==> config.mk <==
export PLATFORM = sky130hd
export DESIGN_NAME = booth_mac_lane
export DESIGN_NICKNAME = d
export VERILOG_FILES = /design/src/rtl/booth_mac_pkg.sv /design/src/rtl/booth_recoder.sv /design/src/rtl/booth_pp_gen.sv /design/src/rtl/booth_reduce_acc.sv /design/src/rtl/booth_mac_lane.sv
export SDC_FILE = /design/constraint.sdc
export NUM_CORES = 1
export LEC_CHECK = 0
export ABC_CLOCK_PERIOD_IN_PS = 11610
export BUFFER_PORTS_ARGS = -buffer_cell sky130_fd_sc_hd__buf_2
export CAP_MARGIN = 30
export CORE_ASPECT_RATIO = 0.9
export CORE_MARGIN = 2
export CORE_UTILIZATION = 52
export CTS_CLUSTER_DIAMETER = 150
export DETAILED_ROUTE_END_ITERATION = 12
export GPL_TIMING_DRIVEN = 0
export PLACE_DENSITY = 0.7
export SYNTH_ARGS = -nofsm -noshare
export SYNTH_HDL_FRONTEND = slang
export SYNTH_HIERARCHICAL = 1
export SYNTH_SLANG_ARGS = --single-unit
==> constraint.sdc <==
create_clock -name clk -period 11.61 [get_ports clk]
set_input_delay 2.322 -clock clk [delete_from_list [all_inputs] [get_ports clk]]
set_output_delay 2.322 -clock clk [all_outputs]
set_load 0.02 [all_outputs]
==> src/rtl/booth_mac_pkg.sv <==
package booth_mac_pkg;

  typedef enum logic {
    MODE_INT8 = 1'b0,
    MODE_TERN = 1'b1
  } mac_mode_e;

  // One Booth digit: value = (neg ? -1 : 1) * (one ? 1 : two ? 2 : 0)
  typedef struct packed {
    logic neg;
    logic one;
    logic two;
  } booth_dig_t;

  // Radix-4 recoding of a bit triple {y[2i+1], y[2i], y[2i-1]}
  function automatic booth_dig_t booth_encode(input logic [2:0] trip);
    booth_dig_t d;
    d.one = trip[1] ^ trip[0];
    d.two = (trip == 3'b100) || (trip == 3'b011);
    d.neg = trip[2] & ~(trip[1] & trip[0]);
    return d;
  endfunction

  // Ternary weight code to a single Booth digit
  function automatic booth_dig_t tern_encode(input logic [1:0] code);
    booth_dig_t d;
    d.two = 1'b0;
    d.one = code[0];
    d.neg = code[0] & code[1];
    return d;
  endfunction

endpackage

==> src/rtl/booth_recoder.sv <==
module booth_recoder
  import booth_mac_pkg::*;
#(
  parameter int DATA_W = 8,
  localparam int NDIG  = DATA_W / 2
) (
  input  logic                   tern_mode,
  input  logic [DATA_W-1:0]      wgt,
  output booth_dig_t [NDIG-1:0]  digs
);

  logic [DATA_W:0] padded;
  assign padded = {wgt, 1'b0};

  for (genvar i = 0; i < NDIG; i++) begin : g_dig
    if (i == 0) begin : g_low
      assign digs[i] = tern_mode ? tern_encode(wgt[1:0])
                                 : booth_encode(padded[2*i+2 -: 3]);
    end else begin : g_high
      assign digs[i] = tern_mode ? booth_dig_t'('0)
                                 : booth_encode(padded[2*i+2 -: 3]);
    end
  end

endmodule

==> src/rtl/booth_pp_gen.sv <==
module booth_pp_gen
  import booth_mac_pkg::*;
#(
  parameter int DATA_W = 8,
  parameter int SHIFT  = 0,
  localparam int PROD_W = 2 * DATA_W
) (
  input  logic [DATA_W-1:0] act,
  input  booth_dig_t        dig,
  output logic [PROD_W-1:0] pp_word,
  output logic              pp_carry
);

  logic [PROD_W-1:0] ext, mag, shifted;

  assign ext     = {{(PROD_W-DATA_W){act[DATA_W-1]}}, act};
  assign mag     = dig.one ? ext : (dig.two ? (ext << 1) : '0);
  assign shifted = mag << SHIFT;
  assign pp_word = dig.neg ? ~shifted : shifted;
  assign pp_carry = dig.neg;

endmodule

==> src/rtl/booth_reduce_acc.sv <==
module booth_reduce_acc #(
  parameter int NDIG   = 4,
  parameter int PROD_W = 16,
  parameter int ACC_W  = 32
) (
  input  logic                         clk,
  input  logic                         rst_n,
  input  logic                         in_v,
  input  logic                         in_first,
  input  logic [NDIG-1:0][PROD_W-1:0]  pp,
  input  logic [NDIG-1:0]              carries,
  output logic                         out_valid,
  output logic [ACC_W-1:0]             out_acc,
  output logic [PROD_W-1:0]            product
);

  localparam int PMAX = 2 ** (PROD_W - 2);
  localparam int PMIN = -(2 ** (PROD_W - 2) - 2 ** (PROD_W / 2 - 1));

  logic [ACC_W-1:0] prod_ext;

  always_comb begin
    product = '0;
    for (int i = 0; i < NDIG; i++) begin
      product = product + pp[i] + PROD_W'(carries[i]);
    end
  end

  assign prod_ext = {{(ACC_W-PROD_W){product[PROD_W-1]}}, product};

  always_ff @(posedge clk or negedge rst_n) begin
    if (!rst_n) begin
      out_valid <= 1'b0;
      out_acc   <= '0;
    end else begin
      out_valid <= in_v;
      if (in_v) out_acc <= in_first ? prod_ext : out_acc + prod_ext;
    end
  end

  // accumulator untouched when no operation reaches this stage
  assert_acc_hold_R7: assert property (@(posedge clk) disable iff (!rst_n)
    !in_v |=> $stable(out_acc));

  // a reduced product stays inside the signed product range
  assert_prod_range_R1: assert property (@(posedge clk) disable iff (!rst_n)
    in_v |-> (int'($signed(product)) <= PMAX && int'($signed(product)) >= PMIN));

endmodule

==> src/rtl/booth_mac_lane.sv <==
module booth_mac_lane
  import booth_mac_pkg::*;
#(
  parameter int DATA_W = 8,
  parameter int ACC_W  = 32,
  localparam int NDIG   = DATA_W / 2,
  localparam int PROD_W = 2 * DATA_W
) (
  input  logic              clk,
  input  logic              rst_n,
  input  logic              in_valid,
  input  logic              in_mode,
  input  logic              in_first,
  input  logic [DATA_W-1:0] in_act,
  input  logic [DATA_W-1:0] in_wgt,
  output logic              out_valid,
  output logic [ACC_W-1:0]  out_acc
);

  booth_dig_t [NDIG-1:0]             digs;
  logic [NDIG-1:0][PROD_W-1:0]       pp_comb;
  logic [NDIG-1:0]                   cy_comb;
  logic [NDIG-1:0][PROD_W-1:0]       s1_pp;
  logic [NDIG-1:0]                   s1_cy;
  logic                              s1_valid, s1_first;
  mac_mode_e                         s1_mode;
  logic [PROD_W-1:0]                 product;

  booth_recoder #(.DATA_W(DATA_W)) recoder_i (
    .tern_mode (in_mode),
    .wgt       (in_wgt),
    .digs      (digs)
  );

  for (genvar i = 0; i < NDIG; i++) begin : g_pp
    booth_pp_gen #(.DATA_W(DATA_W), .SHIFT(2*i)) pp_gen_i (
      .act      (in_act),
      .dig      (digs[i]),
      .pp_word  (pp_comb[i]),
      .pp_carry (cy_comb[i])
    );
  end

  // Stage 1 registers: recoded partial products
  always_ff @(posedge clk or negedge rst_n) begin
    if (!rst_n) begin
      s1_valid <= 1'b0;
      s1_first <= 1'b0;
      s1_mode  <= MODE_INT8;
      s1_pp    <= '0;
      s1_cy    <= '0;
    end else begin
      s1_valid <= in_valid;
      if (in_valid) begin
        s1_first <= in_first;
        s1_mode  <= mac_mode_e'(in_mode);
        s1_pp    <= pp_comb;
        s1_cy    <= cy_comb;
      end
    end
  end

  // Stage 2: reduction and accumulation
  booth_reduce_acc #(.NDIG(NDIG), .PROD_W(PROD_W), .ACC_W(ACC_W)) reduce_i (
    .clk       (clk),
    .rst_n     (rst_n),
    .in_v      (s1_valid),
    .in_first  (s1_first),
    .pp        (s1_pp),
    .carries   (s1_cy),
    .out_valid (out_valid),
    .out_acc   (out_acc),
    .product   (product)
  );

  // in ternary mode the upper digits contribute nothing
  for (genvar i = 1; i < NDIG; i++) begin : g_chk
    assert_tern_upper_zero_R3: assert property (@(posedge clk) disable iff (!rst_n)
      (s1_valid && s1_mode == MODE_TERN) |-> ((s1_pp[i] + PROD_W'(s1_cy[i])) == '0));
  end

  // a ternary product never exceeds one multiplicand in magnitude
  assert_tern_range_R2: assert property (@(posedge clk) disable iff (!rst_n)
    (s1_valid && s1_mode == MODE_TERN) |->
      (int'($signed(product)) <= 2 ** (DATA_W-1) && int'($signed(product)) >= -(2 ** (DATA_W-1))));

  // result exactly two edges after an accepted operation
  assert_latency_R4: assert property (@(posedge clk) disable iff (!rst_n)
    in_valid |=> ##1 out_valid);

  assert_no_spurious_R4: assert property (@(posedge clk) disable iff (!rst_n)
    !in_valid |=> ##1 !out_valid);

endmodule

* Yosys cells after proc, flatten, opt, wreduce, memory -nomap -nowiden
Index checks and enable logic that the tools add are counted.
W data, S select, Z words.
** Operators by class
- Add/subtract/negate cells :: 8
- Equal/unequal tests :: 7
- Mux-type cells :: 17
- Bitwise operators :: 17
- Reduce and logical (&&, ||, !) cells :: 3
** Operators by type and width (number)
- $mux W16 :: 6
- $add A16 B1 Y16 :: 4
- $not A16 Y16 :: 4
- $add A16 B16 Y16 :: 3
- $add A32 B32 Y32 :: 1
- $mux W32 :: 1
- $mux W14 :: 2
- $mux W12 :: 2
- $mux W10 :: 2
- $mux W3 :: 4
- $eq A3 B2 Y1 const B :: 3
- $eq A3 B3 Y1 const B :: 3
- $and A1 B1 Y1 :: 7
- $logic_or A1 B1 Y1 :: 3
- $not A1 Y1 :: 3
- $xor A1 B1 Y1 :: 3
- $eq A2 B2 Y1 const B :: 1
** Storage, ports and cells
- Bits in registers :: 103
- Input bits :: 21
- Output and inout bits :: 33
- Logic and storage cells :: 61

* Logic depth before layout (Yosys ltp)
Gate-level depths: netlist of run 1.
- Depth after elaboration :: 9
- Gate-level depth with buffers :: 25
- Depth with buffers taken out :: 24

* Modules after synthesis
The synthesis of run 1 kept the hierarchy.
** Modules (own cells, without submodules)
- booth_reduce_acc :: instances 1, cells each 573, area an instance 4800.9 sq um, seq. area each 825.8 sq um
- booth_mac_lane :: instances 1, cells each 147, area an instance 2628.8 sq um, seq. area each 1751.7 sq um
- booth_pp_gen :: instances 4, cells each 53, area an instance 409.1 sq um, seq. area each 0.0 sq um
- booth_recoder :: instances 1, cells each 29, area an instance 227.7 sq um, seq. area each 0.0 sq um

* Worst setup path before layout of run 1
No wires, ideal clock.
- Kind :: register to register
- From :: register s1_pp[0] (netlist name)
- To :: register reduce_i.out_acc[29]
- Arrival time :: 5.863 ns
- Data required time :: 11.484 ns
- Slack :: 5.621 ns
- Cell stages (with the launch flop) :: 26
- Buffers on the path :: 1
- Clock period less this slack :: 5.989 ns
- Cells stage by stage :: dfrtp_1 fa_1 inv_1 fa_1 fa_1 inv_1 ha_1 fa_1 a21o_1 a21o_1 a21oi_1 o21ai_1 a41o_1 o41ai_1 xnor2_1 ha_1 buf_2 a21o_1 and3_1 o41ai_1 nand3_1 o2111ai_2 a21boi_1 o2111ai_1 o31ai_1 o32a_1
** On the way
- Cells in the longest elaborated chain, start to end :: 9
** RTL lines
- start: declaration :: RTL line booth_mac_lane.sv:23 : logic [NDIG-1:0][PROD_W-1:0] s1_pp;
- start signal: assignment :: RTL line booth_mac_lane.sv:57 : s1_pp <= pp_comb;
- $add A16 B1 Y16 :: RTL line booth_reduce_acc.sv:25 : product = product + pp[i] + PROD_W'(carries[i]);
- $add A16 B16 Y16 :: RTL line booth_reduce_acc.sv:25
- $add A16 B1 Y16 :: RTL line booth_reduce_acc.sv:25
- $add A16 B16 Y16 :: RTL line booth_reduce_acc.sv:25
- $add A16 B1 Y16 :: RTL line booth_reduce_acc.sv:25
- $add A16 B16 Y16 :: RTL line booth_reduce_acc.sv:25
- $add A16 B1 Y16 :: RTL line booth_reduce_acc.sv:25
- named net product[14] :: RTL line booth_mac_lane.sv:27 : logic [PROD_W-1:0] product;
- $add A32 B32 Y32 :: RTL line booth_reduce_acc.sv:37 : if (in_v) out_acc <= in_first ? prod_ext : out_acc + prod_ext;
- $mux W32 :: RTL line booth_reduce_acc.sv:37
- end signal: assignment :: RTL line booth_reduce_acc.sv:37
- end: declaration :: RTL line booth_reduce_acc.sv:13 : output logic [ACC_W-1:0] out_acc,
The timed path passes the listed nets, and every way through them passes these cells.
A chain may end at the register's enable or synchronous reset.

* Final worst setup path of run 1
Ends and elaborated chain as after synthesis.

==> metrics, run 1 <==
status finished clean; CTS tree built; Avg Cell Area, Syn 9.67 um^2; port buffer count 53; Worst path max stage delay 0.54 ns; reg-to-reg endpoint reduce_i/out_acc[29]; core area 17600 um^2; mux cell area share after synthesis 9.98%; Placer Congestion 0.880; WP data arrival 7.06 ns; routed len/inst 16.7 um; Mapped Area 9290 um^2; Rows 46; worst slew pin tran 0.957 ns; grt ovf 0; cell count after synthesis 961; Worst Hold Class flop to flop; synth top area cells dfrtp_1 (28%), ha_1 (9.2%), mux2_2 (7.4%), fa_1 (7.1%), a21oi_1 (4.7%); Critical R2R Launch s1_pp[0]; hold endpoint reduce_i/out_valid; storage element area 2580 um^2; kind of critical path flop to flop; vias in the first global route 7020; DIE AREA 19000 um^2; number of setup violations in the final report 0; flop-to-flop setup slack 4.80 ns; Yosys warning count 6; Netlist cell types 64; Pre-antenna DRT Iters 7; commonest non-fill, non-tap cells in the layout dfrtp_1 (103), inv_1 (92), a21oi_1 (88); Max Cap Violations 0; Global Route Usage Sum 23.6%; root buf cell clkbuf_16; Critical Path End Type flop; number of synthesized flops with an enable pin 0; worst setup margin 4.80 ns; Final Slew Violations 0; Synth Area in Compound Gates 17.9%; Post-CTS Resized 0; Worst slew margin 35.9%; share of layout cells above drive strength 1 24.4%; Routed Antenna Nets 0; Die Y-Extent 131 um; first-pass GRT wire length 36000 um; register area share after synthesis 27.7%; flops & latches, synth 103; Synth Area in XOR/XNOR 5.17%; clk_lat worst skew 0.36 ns; pin count of the biggest net entering global routing 67; Synth Area in Adders 16.3%; Slowest-stage cell, CP fa_1; Synth top area share 27.7%; Residual DRC 0; Hold Vio Cnt, Final 0; CP max FO 7; initial antenna violation count 0; largest family of logic cells by synthesized area compound AO/OA/AOI/OAI gates; met3 Use GR 3.58%; synth-to-layout area growth 9.81%; predominant post-synthesis flop cell dfrtp_1; Hold Path Origin s1_valid; Worst Skew 0.00676 ns; DRT iter0 DRCs 474; Post-CTS Hold Buffers 0; Max Buffers Root-to-Sink 2; Post-Place Setup Slack 4.91 ns; CP Launch Type flop; post-CTS setup buffers 0; Most Used Layer, Global Route met2; Post-layout nets 1149; io pins 54; Synth Area in Simple Gates 13.5%; setup TNS 0 ns; Yosys top cell by area dfrtp_1; RSZ-0062 raised after global routing false; fmax 147 MHz; total CTS buffers 9; TritonCTS Sinks 103; placed wire-length estimate 15900 um; H-Tree Depth 3; CP required 11.86 ns; routed via count 7297; met2 usage in global routing 37.6%; ys async rst share 100%; post-route minimum period 6.81 ns; Synth Net Count 1083; worst hold stages 0; Worst-path clk slew 0.07 ns; Total Wirelength 21300 um; Vias/cell 5.73; worst r2r path cells 25; final worst-path cycle share 58.7%; Starting Density 52.9%; GR Util met1 33.7%; fill count 1558; cell mode on critical path fa_1; die width 145 um; most common cell after layout, fill and taps aside dfrtp_1; multi-input combinational cell area 5830 um^2; Worst Setup SP s1_pp[0]
## layer usage
layer	wire length, um	vias to the layer above
li1	-	3510
met1	10500	3582
met2	9480	178
met3	932	27
met4	377	0
met5	0	-
## worst max path at each step
stage / endpoint / slack [ns] / cells past startpoint
floorplan: reduce_i/out_acc[29] / 5.62 / 25
global placement: reduce_i/out_acc[31] / 4.97 / 25
detailed placement: reduce_i/out_acc[29] / 4.91 / 25
CTS: reduce_i/out_acc[29] / 4.86 / 25
global route: reduce_i/out_acc[29] / 4.44 / 25
finish: reduce_i/out_acc[29] / 4.80 / 25
## synth_stat cells, drive strengths merged (2+ instances only)
cell and number:
dfrtp 103, inv 92, a21oi 89, mux2 71
ha 68, buf 66, nor2 59, xnor2 40
a211oi 36, fa 33, and3 30, o21ai 29
and4b 28, nand3b 28, nand2 26, clkbuf 20
a21o 19, xor2 14, o211ai 11, o21a 10
a31oi 9, mux2i 9, nand3 9, nor3 8
o21bai 7, nand4 6, nor2b 5, o31ai 3
or2 3, a2111oi 2, a211o 2, a221oi 2
a31o 2, a41o 2, and4 2, o2111ai 2
o2bb2ai 2, o32a 2, o41ai 2
## flip-flops by register name (all words and copies together), names as in the netlist
signal              cells
s1_pp                  64
reduce_i/out_acc       32
s1_cy                   4
reduce_i/out_valid      1
s1_first                1
s1_valid                1
## through the flow
stage	cell area [um^2]	cells	hold slack, ns	util (%)
final	10200	1273	0.489	58.1
after global routing	10200	1272	0.509	58.1
after CTS	10200	1272	0.490	58.1
after global placement	9860	1254	0.472	56.2
after floorplan	9290	961	0.408	-
after detailed placement	9900	1256	0.471	56.4
## final cells by class
| type | instances | area share, % |
|---|---|---|
| Multi-Input combinational cell | 680 | 57.2 |
| Tap cell | 240 | 2.94 |
| Timing Repair Buffer | 55 | 3.04 |
| Buffer | 86 | 5.26 |
| Inverter | 92 | 3.38 |
| Clock inverter | 5 | 0.552 |
| Antenna cell | 1 | 0.0245 |
| Sequential cell | 103 | 25.3 |
| Clock buffer | 11 | 2.38 |
## kinds of logic after synthesis
kind of cell / after synthesis
AO/OA/AOI/OAI: 236
XOR/XNOR: 54
adder cells (fa/ha/maj): 101
buffers and inverters: 178
flip-flops: 103
multiplexers: 80
AND/OR/NAND/NOR: 209
## critical path: cells and delay by family (launching register included)
family,cells,cell delay (ns)
AOI/OAI and AO/OA,13,3.02
xor gates and xnor gates,1,0.20
adders and majority gates,6,2.38
buffers and inverters,3,0.25
DFF,1,0.43
and+or+nand+nor,2,0.42
Power of run 1 is left out: the tool's default activity adds up to more than one toggle a clock period on the data nets, which glitch-free logic cannot reach.
==> run 2, diff against run 1 <==
--- a/config.mk
+++ b/config.mk
@@ -5,7 +5,7 @@
 export SDC_FILE = /design/constraint.sdc
 export NUM_CORES = 1
 export LEC_CHECK = 0
-export ABC_CLOCK_PERIOD_IN_PS = 11610
+export ABC_CLOCK_PERIOD_IN_PS = 6500
 export BUFFER_PORTS_ARGS = -buffer_cell sky130_fd_sc_hd__buf_2
 export CAP_MARGIN = 30
 export CORE_ASPECT_RATIO = 0.9
==> constraint.sdc (replaced) <==
create_clock -name clk -period 6.5 [get_ports clk]
set_input_delay 1.3 -clock clk [delete_from_list [all_inputs] [get_ports clk]]
set_output_delay 1.3 -clock clk [all_outputs]
set_load 0.02 [all_outputs]
==> run 2 against run 1 <==
- sequential cell count did not move
- setup slack got worse by 4.5 ns
- register-to-register slack worse by 4.5 ns
==> metrics, run 2 (synthesized netlist as in run 1, its figures left out) <==
Placed Cells 1256; Worst Hold Class flop to flop; Starting Density 52.9%; Global Route Usage Sum 23.7%; final worst-path cycle share 95.0%; DRT iter0 DRCs 498; Worst path max stage delay 0.54 ns; multi-input combinational cell area 5880 um^2; final non-filler cell total 1277; DP Area 9900 um^2; Routed Antenna Nets 0; DIE AREA 19000 um^2; initial antenna violation count 0; Die Y-Extent 131 um; io pins 54; most common cell after layout, fill and taps aside dfrtp_1; clk_lat worst skew 0.36 ns; pin count of the biggest net entering global routing 67; routed via count 7321; placed wire-length estimate 15900 um; die width 145 um; flip-flop count of the largest register after layout 64; number of setup violations in the final report 0; Slowest-stage cell, CP fa_1; Hold Vio Cnt, Final 0; worst r2r path cells 24; Critical Path End Type flop; routed len/inst 16.8 um; CP bufs+invs 2; H-Tree Depth 3; Worst-path clk slew 0.07 ns; Largest Register s1_pp; post-route minimum period 6.18 ns; critical path's top delay family compound AO/OA/AOI/OAI gates; Total Wirelength 21500 um; CP max FO 3; total CTS buffers 9; commonest non-fill, non-tap cells in the layout dfrtp_1 (103), inv_1 (92), a21oi_1 (87); grt ovf 0; CTS tree built; fill count 1563; Post-CTS Hold Buffers 0; Pre-antenna DRT Iters 7; post-route cell area 10300 um^2; first-pass GRT wire length 36200 um; Final Slew Violations 0; worst hold stages 0; kind of critical path flop to flop; total stage count of the critical path 24; synth-to-layout area growth 10.7%; share of layout cells above drive strength 1 25.7%; Placer Congestion 0.880; fmax 162 MHz; vias in the first global route 7063; Cell Chain, Critical Path fa_1 -> inv_1 -> fa_1 -> fa_1 -> inv_1 -> ha_2 -> fa_2 -> a21o_1 -> a21o_1 -> a21oi_2 -> o21ai_2 -> a41o_1 -> o41ai_2 -> xnor2_1 -> ha_1 -> a21o_1 -> and3_1 -> o41ai_2 -> nand3_1 -> o2111ai_2 -> a21oi_1 -> o32a_1 -> mux2i_1 -> a32oi_1; status finished clean; top flop regs s1_pp x64, reduce_i/out_acc x32, s1_cy x4; Max Cap Violations 0; Residual DRC 0; Worst Skew 0.00604 ns; storage element area 2580 um^2; CP Launch Type flop; WP data arrival 6.38 ns; Vias/cell 5.73; root buf cell clkbuf_16; Rows 46; Post-layout nets 1153; port buffer count 53; Worst slew margin 35.2%; TritonCTS Sinks 103; CP required 6.70 ns; core area 17600 um^2; worst slew pin tran 0.967 ns; Max Buffers Root-to-Sink 2
==> run 2: cell type report <==
cell class	instances	area share, %
clock inverters	5	0.547
inverters	92	3.36
diodes	1	0.0243
repair buffers	60	3.38
plain buffers	85	5.17
clock buffers	11	2.36
well taps	240	2.92
flip-flops and latches	103	25.1
multi-input cells	680	57.2
==> run 2: per-layer routing <==
metal | vias up | track usage (%) | part of all wire (%)
met3 | 29 | 3.58 | 4.3
met2 | 171 | 38.0 | 45
li1 | 3524 | - | -
met4 | 0 | 6.87 | 1.8
met5 | - | 0 | 0
met1 | 3597 | 33.8 | 49
==> run 2: worst paths after layout <==
| check | start | slack [ns] | end |
|---|---|---|---|
| worst min-delay path | s1_valid | 0.49 | reduce_i/out_valid |
| worst max register to register | s1_pp[0] | 0.32 | reduce_i/out_acc[31] |
| min in group asynchronous | rst_n | 0.92 | s1_pp[32] |
| max in group asynchronous | rst_n | 4.85 | s1_pp[30] |
| worst max-delay path | s1_pp[0] | 0.32 | reduce_i/out_acc[31] |
| worst min register to register | s1_valid | 0.49 | reduce_i/out_valid |
==> run 2: worst reg2reg max path, stage by stage, from the launching register on <==
cell	delay [ns]
dfrtp_1	0.42
fa_1	0.54
inv_1	0.05
fa_1	0.45
fa_1	0.50
inv_1	0.04
ha_2	0.19
fa_2	0.34
a21o_1	0.16
a21o_1	0.18
a21oi_2	0.20
o21ai_2	0.09
a41o_1	0.28
o41ai_2	0.25
xnor2_1	0.20
ha_1	0.29
a21o_1	0.18
and3_1	0.19
o41ai_2	0.24
nand3_1	0.19
o2111ai_2	0.27
a21oi_1	0.11
o32a_1	0.39
mux2i_1	0.17
a32oi_1	0.11
==> run 2: stage by stage <==
| step | utilization [%] | setup slack (ns) | TNS (ns) | hold WS [ns] |
|---|---|---|---|---|
| finish | 58.6 | 0.324 | 0 | 0.491 |
| global route | 58.6 | -0.000740 | -0.000740 | 0.509 |
| CTS | 58.4 | 0.0659 | 0 | 0.490 |
| detailed placement | 56.4 | -0.203 | -0.642 | 0.471 |
| global placement | 56.2 | -0.142 | -0.437 | 0.472 |
| floorplan | - | 0.511 | 0 | 0.408 |
==> run 2: timing repair <==
action / in CTS / in global routing
gates resized for setup: 7 / 3
setup endpoints to repair: 5 / 8
pin swaps: 11 / 14
buffers inserted: 4 / 1
Power of run 2 is left out for the same reason.
